==> config.mk <==
export PLATFORM = sky130hd
export DESIGN_NAME = fwp_guard
export DESIGN_NICKNAME = d
export VERILOG_FILES = /design/src/rtl/fwp_pkg.sv /design/src/rtl/fwp_key_seq.sv /design/src/rtl/fwp_decode.sv /design/src/rtl/fwp_guard.sv
export SDC_FILE = /design/constraint.sdc
export NUM_CORES = 1
export LEC_CHECK = 0
export BUFFER_PORTS_ARGS = -buffer_cell sky130_fd_sc_hd__buf_2
export CAP_MARGIN = 20
export CORE_MARGIN = 2
export CORE_UTILIZATION = 46
export DETAILED_ROUTE_END_ITERATION = 12
export HOLD_SLACK_MARGIN = 0.02
export PLACE_DENSITY_LB_ADDON = 0.15
export SETUP_SLACK_MARGIN = 0.02
export SLEW_MARGIN = 20
export SYNTH_ARGS = -nofsm -noshare
export SYNTH_HDL_FRONTEND = slang
export SYNTH_SLANG_ARGS = --single-unit
==> constraint.sdc <==
create_clock -name clk -period 3.2 [get_ports clk]
set_clock_uncertainty 0.2 [all_clocks]
set_input_delay 0.64 -clock clk [delete_from_list [all_inputs] [get_ports clk]]
set_output_delay 0.64 -clock clk [all_outputs]
set_load 0.005 [all_outputs]
==> src/rtl/fwp_pkg.sv <==
package fwp_pkg;
  typedef enum logic [1:0] {
    KS_LOCKED = 2'd0,
    KS_HALF   = 2'd1,
    KS_OPEN   = 2'd2,
    KS_JAMMED = 2'd3
  } key_state_t;

  localparam logic [1:0] REG_PKEY = 2'd0;
  localparam logic [1:0] REG_DKEY = 2'd1;
  localparam logic [1:0] REG_STAT = 2'd2;
  localparam logic [1:0] REG_ROP  = 2'd3;

  localparam int STAT_POPEN = 0;
  localparam int STAT_DOPEN = 1;
  localparam int STAT_WPV   = 2;
endpackage

==> src/rtl/fwp_key_seq.sv <==
module fwp_key_seq
  import fwp_pkg::*;
#(
  parameter int KEY_W = 8,
  parameter logic [KEY_W-1:0] FIRST  = 'h56,
  parameter logic [KEY_W-1:0] SECOND = 'hAE
) (
  input  logic             clk,
  input  logic             rst,
  input  logic             key_wr,
  input  logic [KEY_W-1:0] key_val,
  input  logic             relock,
  output logic             is_open
);
  key_state_t state_q;

  always_ff @(posedge clk) begin
    if (rst) begin
      state_q <= KS_LOCKED;
    end else begin
      case (state_q)
        KS_LOCKED: if (key_wr) state_q <= (key_val == FIRST)  ? KS_HALF : KS_JAMMED;
        KS_HALF:   if (key_wr) state_q <= (key_val == SECOND) ? KS_OPEN : KS_JAMMED;
        KS_OPEN:   if (relock) state_q <= KS_LOCKED;
        default:   state_q <= KS_JAMMED;
      endcase
    end
  end

  assign is_open = (state_q == KS_OPEN);
endmodule

==> src/rtl/fwp_decode.sv <==
module fwp_decode #(
  parameter int ADDR_W     = 16,
  parameter int BOOT_W     = 8,
  parameter int PAGE_BYTES = 512,
  parameter logic [ADDR_W-1:0] PGM_BASE = 'h8000,
  parameter int PGM_BYTES  = 32768,
  parameter logic [ADDR_W-1:0] EEP_BASE = 'h4000,
  parameter int EEP_BYTES  = 1024,
  parameter logic [ADDR_W-1:0] OPT_BASE = 'h4800,
  parameter int OPT_BYTES  = 128
) (
  input  logic [ADDR_W-1:0] addr,
  input  logic [BOOT_W-1:0] boot_pages,
  output logic              in_pgm,
  output logic              in_eep,
  output logic              in_opt,
  output logic              in_boot
);
  localparam int PAGE_LSB = $clog2(PAGE_BYTES);
  localparam int PG_W     = ADDR_W - PAGE_LSB;
  localparam int CMP_W    = ((PG_W > BOOT_W) ? PG_W : BOOT_W) + 1;
  localparam logic [ADDR_W:0] PGM_LIM = (ADDR_W+1)'(PGM_BYTES);
  localparam logic [ADDR_W:0] EEP_LIM = (ADDR_W+1)'(EEP_BYTES);
  localparam logic [ADDR_W:0] OPT_LIM = (ADDR_W+1)'(OPT_BYTES);

  logic [ADDR_W-1:0] pgm_off, eep_off, opt_off;
  logic [PG_W-1:0]   page;

  // Offsets wrap for addresses below a base, so one unsigned compare covers both ends.
  assign pgm_off = addr - PGM_BASE;
  assign eep_off = addr - EEP_BASE;
  assign opt_off = addr - OPT_BASE;
  assign page    = pgm_off[ADDR_W-1:PAGE_LSB];

  assign in_pgm  = {1'b0, pgm_off} < PGM_LIM;
  assign in_eep  = {1'b0, eep_off} < EEP_LIM;
  assign in_opt  = {1'b0, opt_off} < OPT_LIM;
  assign in_boot = in_pgm && (CMP_W'(page) < CMP_W'(boot_pages));
endmodule

==> src/rtl/fwp_guard.sv <==
module fwp_guard
  import fwp_pkg::*;
#(
  parameter int ADDR_W     = 16,
  parameter int DATA_W     = 8,
  parameter int BOOT_W     = 8,
  parameter int PAGE_BYTES = 512,
  parameter logic [ADDR_W-1:0] PGM_BASE = 'h8000,
  parameter int PGM_BYTES  = 32768,
  parameter logic [ADDR_W-1:0] EEP_BASE = 'h4000,
  parameter int EEP_BYTES  = 1024,
  parameter logic [ADDR_W-1:0] OPT_BASE = 'h4800,
  parameter int OPT_BYTES  = 128,
  parameter logic [DATA_W-1:0] KEY_A = 'h56,
  parameter logic [DATA_W-1:0] KEY_B = 'hAE
) (
  input  logic              clk,
  input  logic              rst,
  input  logic              bus_wr,
  input  logic              bus_rd,
  input  logic [1:0]        bus_addr,
  input  logic [DATA_W-1:0] bus_wdata,
  output logic [DATA_W-1:0] bus_rdata,
  input  logic [BOOT_W-1:0] boot_pages,
  input  logic              mw_req,
  input  logic [ADDR_W-1:0] mw_addr,
  output logic              pgm_we_ok,
  output logic              eep_we_ok,
  output logic              opt_we_ok,
  output logic              erase_req
);
  logic pgm_open, eep_open;
  logic in_pgm, in_eep, in_opt, in_boot;
  logic pgm_ok, eep_ok, opt_ok, viol;
  logic wpv_q, rop_q;
  logic pkey_wr, dkey_wr, stat_wr, stat_rd, rop_wr;
  logic [DATA_W-1:0] rd_mux;

  assign pkey_wr = bus_wr && (bus_addr == REG_PKEY);
  assign dkey_wr = bus_wr && (bus_addr == REG_DKEY);
  assign stat_wr = bus_wr && (bus_addr == REG_STAT);
  assign rop_wr  = bus_wr && (bus_addr == REG_ROP);
  assign stat_rd = bus_rd && (bus_addr == REG_STAT);

  // Program area: A then B. Data/option area: B then A.
  fwp_key_seq #(.KEY_W(DATA_W), .FIRST(KEY_A), .SECOND(KEY_B)) u_pkey (
    .clk(clk), .rst(rst), .key_wr(pkey_wr), .key_val(bus_wdata),
    .relock(stat_wr && !bus_wdata[STAT_POPEN]), .is_open(pgm_open)
  );

  fwp_key_seq #(.KEY_W(DATA_W), .FIRST(KEY_B), .SECOND(KEY_A)) u_dkey (
    .clk(clk), .rst(rst), .key_wr(dkey_wr), .key_val(bus_wdata),
    .relock(stat_wr && !bus_wdata[STAT_DOPEN]), .is_open(eep_open)
  );

  fwp_decode #(
    .ADDR_W(ADDR_W), .BOOT_W(BOOT_W), .PAGE_BYTES(PAGE_BYTES),
    .PGM_BASE(PGM_BASE), .PGM_BYTES(PGM_BYTES),
    .EEP_BASE(EEP_BASE), .EEP_BYTES(EEP_BYTES),
    .OPT_BASE(OPT_BASE), .OPT_BYTES(OPT_BYTES)
  ) u_dec (
    .addr(mw_addr), .boot_pages(boot_pages),
    .in_pgm(in_pgm), .in_eep(in_eep), .in_opt(in_opt), .in_boot(in_boot)
  );

  assign pgm_ok = mw_req && in_pgm && !in_boot && pgm_open;
  assign eep_ok = mw_req && in_eep && eep_open;
  assign opt_ok = mw_req && in_opt && eep_open;
  assign viol   = mw_req && (in_pgm || in_eep || in_opt) && !(pgm_ok || eep_ok || opt_ok);

  always_comb begin
    rd_mux = '0;
    case (bus_addr)
      REG_STAT: begin
        rd_mux[STAT_POPEN] = pgm_open;
        rd_mux[STAT_DOPEN] = eep_open;
        rd_mux[STAT_WPV]   = wpv_q;
      end
      REG_ROP:  rd_mux[0] = rop_q;
      default:  rd_mux = '0;
    endcase
  end

  always_ff @(posedge clk) begin
    if (rst) begin
      bus_rdata <= '0;
      pgm_we_ok <= 1'b0;
      eep_we_ok <= 1'b0;
      opt_we_ok <= 1'b0;
      erase_req <= 1'b0;
      wpv_q     <= 1'b0;
      rop_q     <= 1'b0;
    end else begin
      pgm_we_ok <= pgm_ok;
      eep_we_ok <= eep_ok;
      opt_we_ok <= opt_ok;
      if (bus_rd) bus_rdata <= rd_mux;
      // A new violation wins over the clearing read in the same cycle.
      if (viol)         wpv_q <= 1'b1;
      else if (stat_rd) wpv_q <= 1'b0;
      erase_req <= 1'b0;
      if (rop_wr && (bus_wdata[0] != rop_q)) begin
        rop_q     <= bus_wdata[0];
        erase_req <= 1'b1;
      end
    end
  end
endmodule

==> impl_metrics.csv <==
group,metric,value,unit
worst_hold_path,hp-class,"register to register",
clock_network,cts_buffers,3,
layout,fin_nets,190,
floorplan,die_w,47.8,um
clock_network,cts.clk_slew.worst_paths,0.08,ns
critical_path,required,3.20,ns
clock_network,hold_buffers,0,
global_route,grt_pass1_vias,752,
critical_path,crit_start,"mw_addr[15]",
clock_network,cts-resized-gates,0,
routing,vias_per_cell,5.12,
global_route,met2_usage,0.312,
floorplan,core_area,0.00176,mm2
routing,firstDrtPassIters,4,
timing,hold_viol,0,
clock_network,cts_sinks,13,
routing,finalWirelength,1850,um
logic_synthesis,synthFlopType,"dfxtp_1",
clock_network,insertion_delay,0.28,ns
pwr,p_per_area,313,mW/mm2
global_route,busiest_layer,"met2",
logic_synthesis,yosys_warnings,0,
timing,period_share,0.624,
routing,drt_iter0_drc,13,
floorplan,dieArea,0.00228,mm2
routing,drt-wirelength-per-cell,11.0,um
place,place_ws,0.913,ns
clock_network,clk_path_buf_depth,2,
global_route,use_met1,0.236,
timing,period_minus_slack,2.00,ns
worst_hold_path,whs_endpoint,"bus_rdata[0]$_SDFFE_PP0P_",
logic_synthesis,ys_ff_latch,13,
critical_path,worstPathMaxFanout,4,
critical_path,r2r-end,"wpv_q$_SDFFE_PP0P_",
layout,n_fill_cell,194,
floorplan,dieHeight,47.8,um
timing,hold_slack,0.270,ns
critical_path,end_kind,"register",
logic_synthesis,yosys.area.top_type,"dfxtp_1",
timing,max_freq,501,MHz
pwr,max-vdd-ir-drop,0.000176,V
global_route,grt_overflow,0,
place,place_congestion,0.775,
routing,vias,860,
worst_hold_path,min-delay-start,"bus_rdata[0]$_SDFFE_PP0P_",
run,maxCapViolations,0,
pwr,p_leak,0.537,nW
logic_synthesis,netlist_instances,103,
timing,fin_setup_tns,0,ns
floorplan,ios,51,
logic_synthesis,ys_async_sr_fraction,0,
place,portBuffers,38,
clock_network,cts_setup_buffers,0,
place,hpwl,1530,um
floorplan,start_util,0.500,
layout,n_antenna_cell,0,
timing,worstMarginPinSlew,0.529,ns
outcome,status,"complete, no violations",
timing,rsz0062_at_grt,"no",
layout,syn2layout_area_growth,25.1,%
global_route,grt_max_degree,14,
global_route,grt.total_usage,0.190,
logic_synthesis,synth-edff-count,0,
global_route,antenna_found_initial,0,
logic_synthesis,synthTopCellsByArea,"dfxtp_1 (30%), ha_1 (9.9%), buf_4 (4.3%)",
critical_path,cp-start-kind,"input pin",
logic_synthesis,ys_seq_area_frac,0.295,
clock_network,cts_tree,"yes",
clock_network,cts-root-buf,"clkbuf_4",
logic_synthesis,synth_top_area_frac,0.295,
critical_path,ff2ff_setup_slack,1.74,ns
layout,drive_gt1_frac,0.308,
critical_path,worstRegToRegCells,3,
critical_path,crit_type,"input pin to register",
floorplan,placementRows,15,
routing,drc,0,
logic_synthesis,synth_area_per_cell,8.56,um2
timing,final.setup.worst_slack,1.20,ns
timing,slew_violations,0,
layout,design_area,0.00110,mm2
worst_hold_path,hold_depth,2,
global_route,grt_first_pass_wirelength,3030,um
critical_path,worstReg2RegStart,"u_pkey.state_q[1]$_SDFFE_PP0P_",
timing,worst_slew_margin_rel,0.638,
clock_network,htreeDepth,1,
global_route,use_met3,0.0679,
timing,setup_viol,0,
logic_synthesis,ys_types,41,
critical_path,cp_data_arrival_time,2.00,ns
routing,ant_nets,0,
place,dpl_cell_area,0.00108,mm2
logic_synthesis,netlist_area,882,um2
[placed cells by master (no fill, tap or decap), types with 2 or more instances in the layout]
master    Yosys  layout
inv_1         9       9
ha_1          7       7
nand2b_1      4       4
dfxtp_1      13      13
nor4b_1       2       2
clkbuf_4      0       3
nor3_1        3       3
nor4_1        3       3
and4b_1       2       2
nand2_1       9       9
nand3_1       4       4
o21ai_0       2       2
nor2_1        4       4
nor2b_1       2       2
buf_2         0      38
nand4b_1      3       3
conb_1        1       5
a21oi_1       6       6
[metal layers]
metal / routed length [um] / up-vias
met3: 133 / 2
met1: 854 / 377
met4: 8 / 0
li1: - / 449
met5: 0 / -
met2: 852 / 32
[logic make-up (layout without fill, tap and decap cells)]
family	after synthesis	after routing	share of synthesized area
AO/OA/AOI/OAI	17	17	0.139
other	1	5	0.00425
AND/OR/NAND/NOR	47	47	0.346
multiplexers	1	1	0.0113
adder cells (fa/ha/maj)	7	7	0.0993
flip-flops	13	13	0.295
XOR/XNOR	2	2	0.0199
buffers and inverters	15	51	0.0851
[cell usage after synthesis (2+ instances only)]
master,count
a21oi_1,6
and4b_1,2
buf_4,5
dfxtp_1,13
ha_1,7
inv_1,9
nand2_1,9
nand2b_1,4
nand3_1,4
nand4b_1,3
nor2_1,4
nor2b_1,2
nor3_1,3
nor4_1,3
nor4b_1,2
o21ai_0,2
[worst max-delay path: stages]
cell	delay, ns
buf_2	0.11
inv_1	0.06
ha_1	0.28
and3_1	0.18
a221o_1	0.29
a31o_1	0.21
a221oi_2	0.22
[through the flow]
| step | total power [mW] | utilization | std cells |
|---|---|---|---|
| after floorplan | 0.218 | - | 107 |
| after global placement | 0.246 | 0.611 | 164 |
| after detailed placement | 0.249 | 0.611 | 164 |
| after CTS | 0.349 | 0.626 | 168 |
| after global routing | 0.368 | 0.626 | 168 |
| final | 0.346 | 0.626 | 168 |
[report_power, final]
part           internal, mW  total (mW)  switching [mW]
Combinational        0.0361      0.0743          0.0382
Clock                0.0484       0.101          0.0526
Sequential            0.166       0.170         0.00404
Total                 0.251       0.346          0.0948
[registers in the layout, summed over array words and instances, names as in the netlist]
register / count
u_pkey.state_q: 2
eep_we_ok: 1
opt_we_ok: 1
u_dkey.state_q: 2
rop_q: 1
bus_rdata: 3
pgm_we_ok: 1
wpv_q: 1
erase_req: 1
[worst max-delay path by stage]
stage                               to  slack [ns]  depth (start not counted)
detailed placement  wpv_q$_SDFFE_PP0P_        0.91                          7
global route        wpv_q$_SDFFE_PP0P_        1.14                          7
global placement    wpv_q$_SDFFE_PP0P_        0.91                          7
finish              wpv_q$_SDFFE_PP0P_        1.20                          7
floorplan           wpv_q$_SDFFE_PP0P_        1.09                          6
CTS                 wpv_q$_SDFFE_PP0P_        1.21                          7
[area by class of cell]
type	instances	area, um2	area share
clock buffers	4	26.3	0.0238
inverters	9	33.8	0.0306
repair buffers	38	190	0.172
multi-input cells	79	562	0.509
well taps	25	31.3	0.0283
flip-flops and latches	13	260	0.236
(Power assumes the default switching activity.)
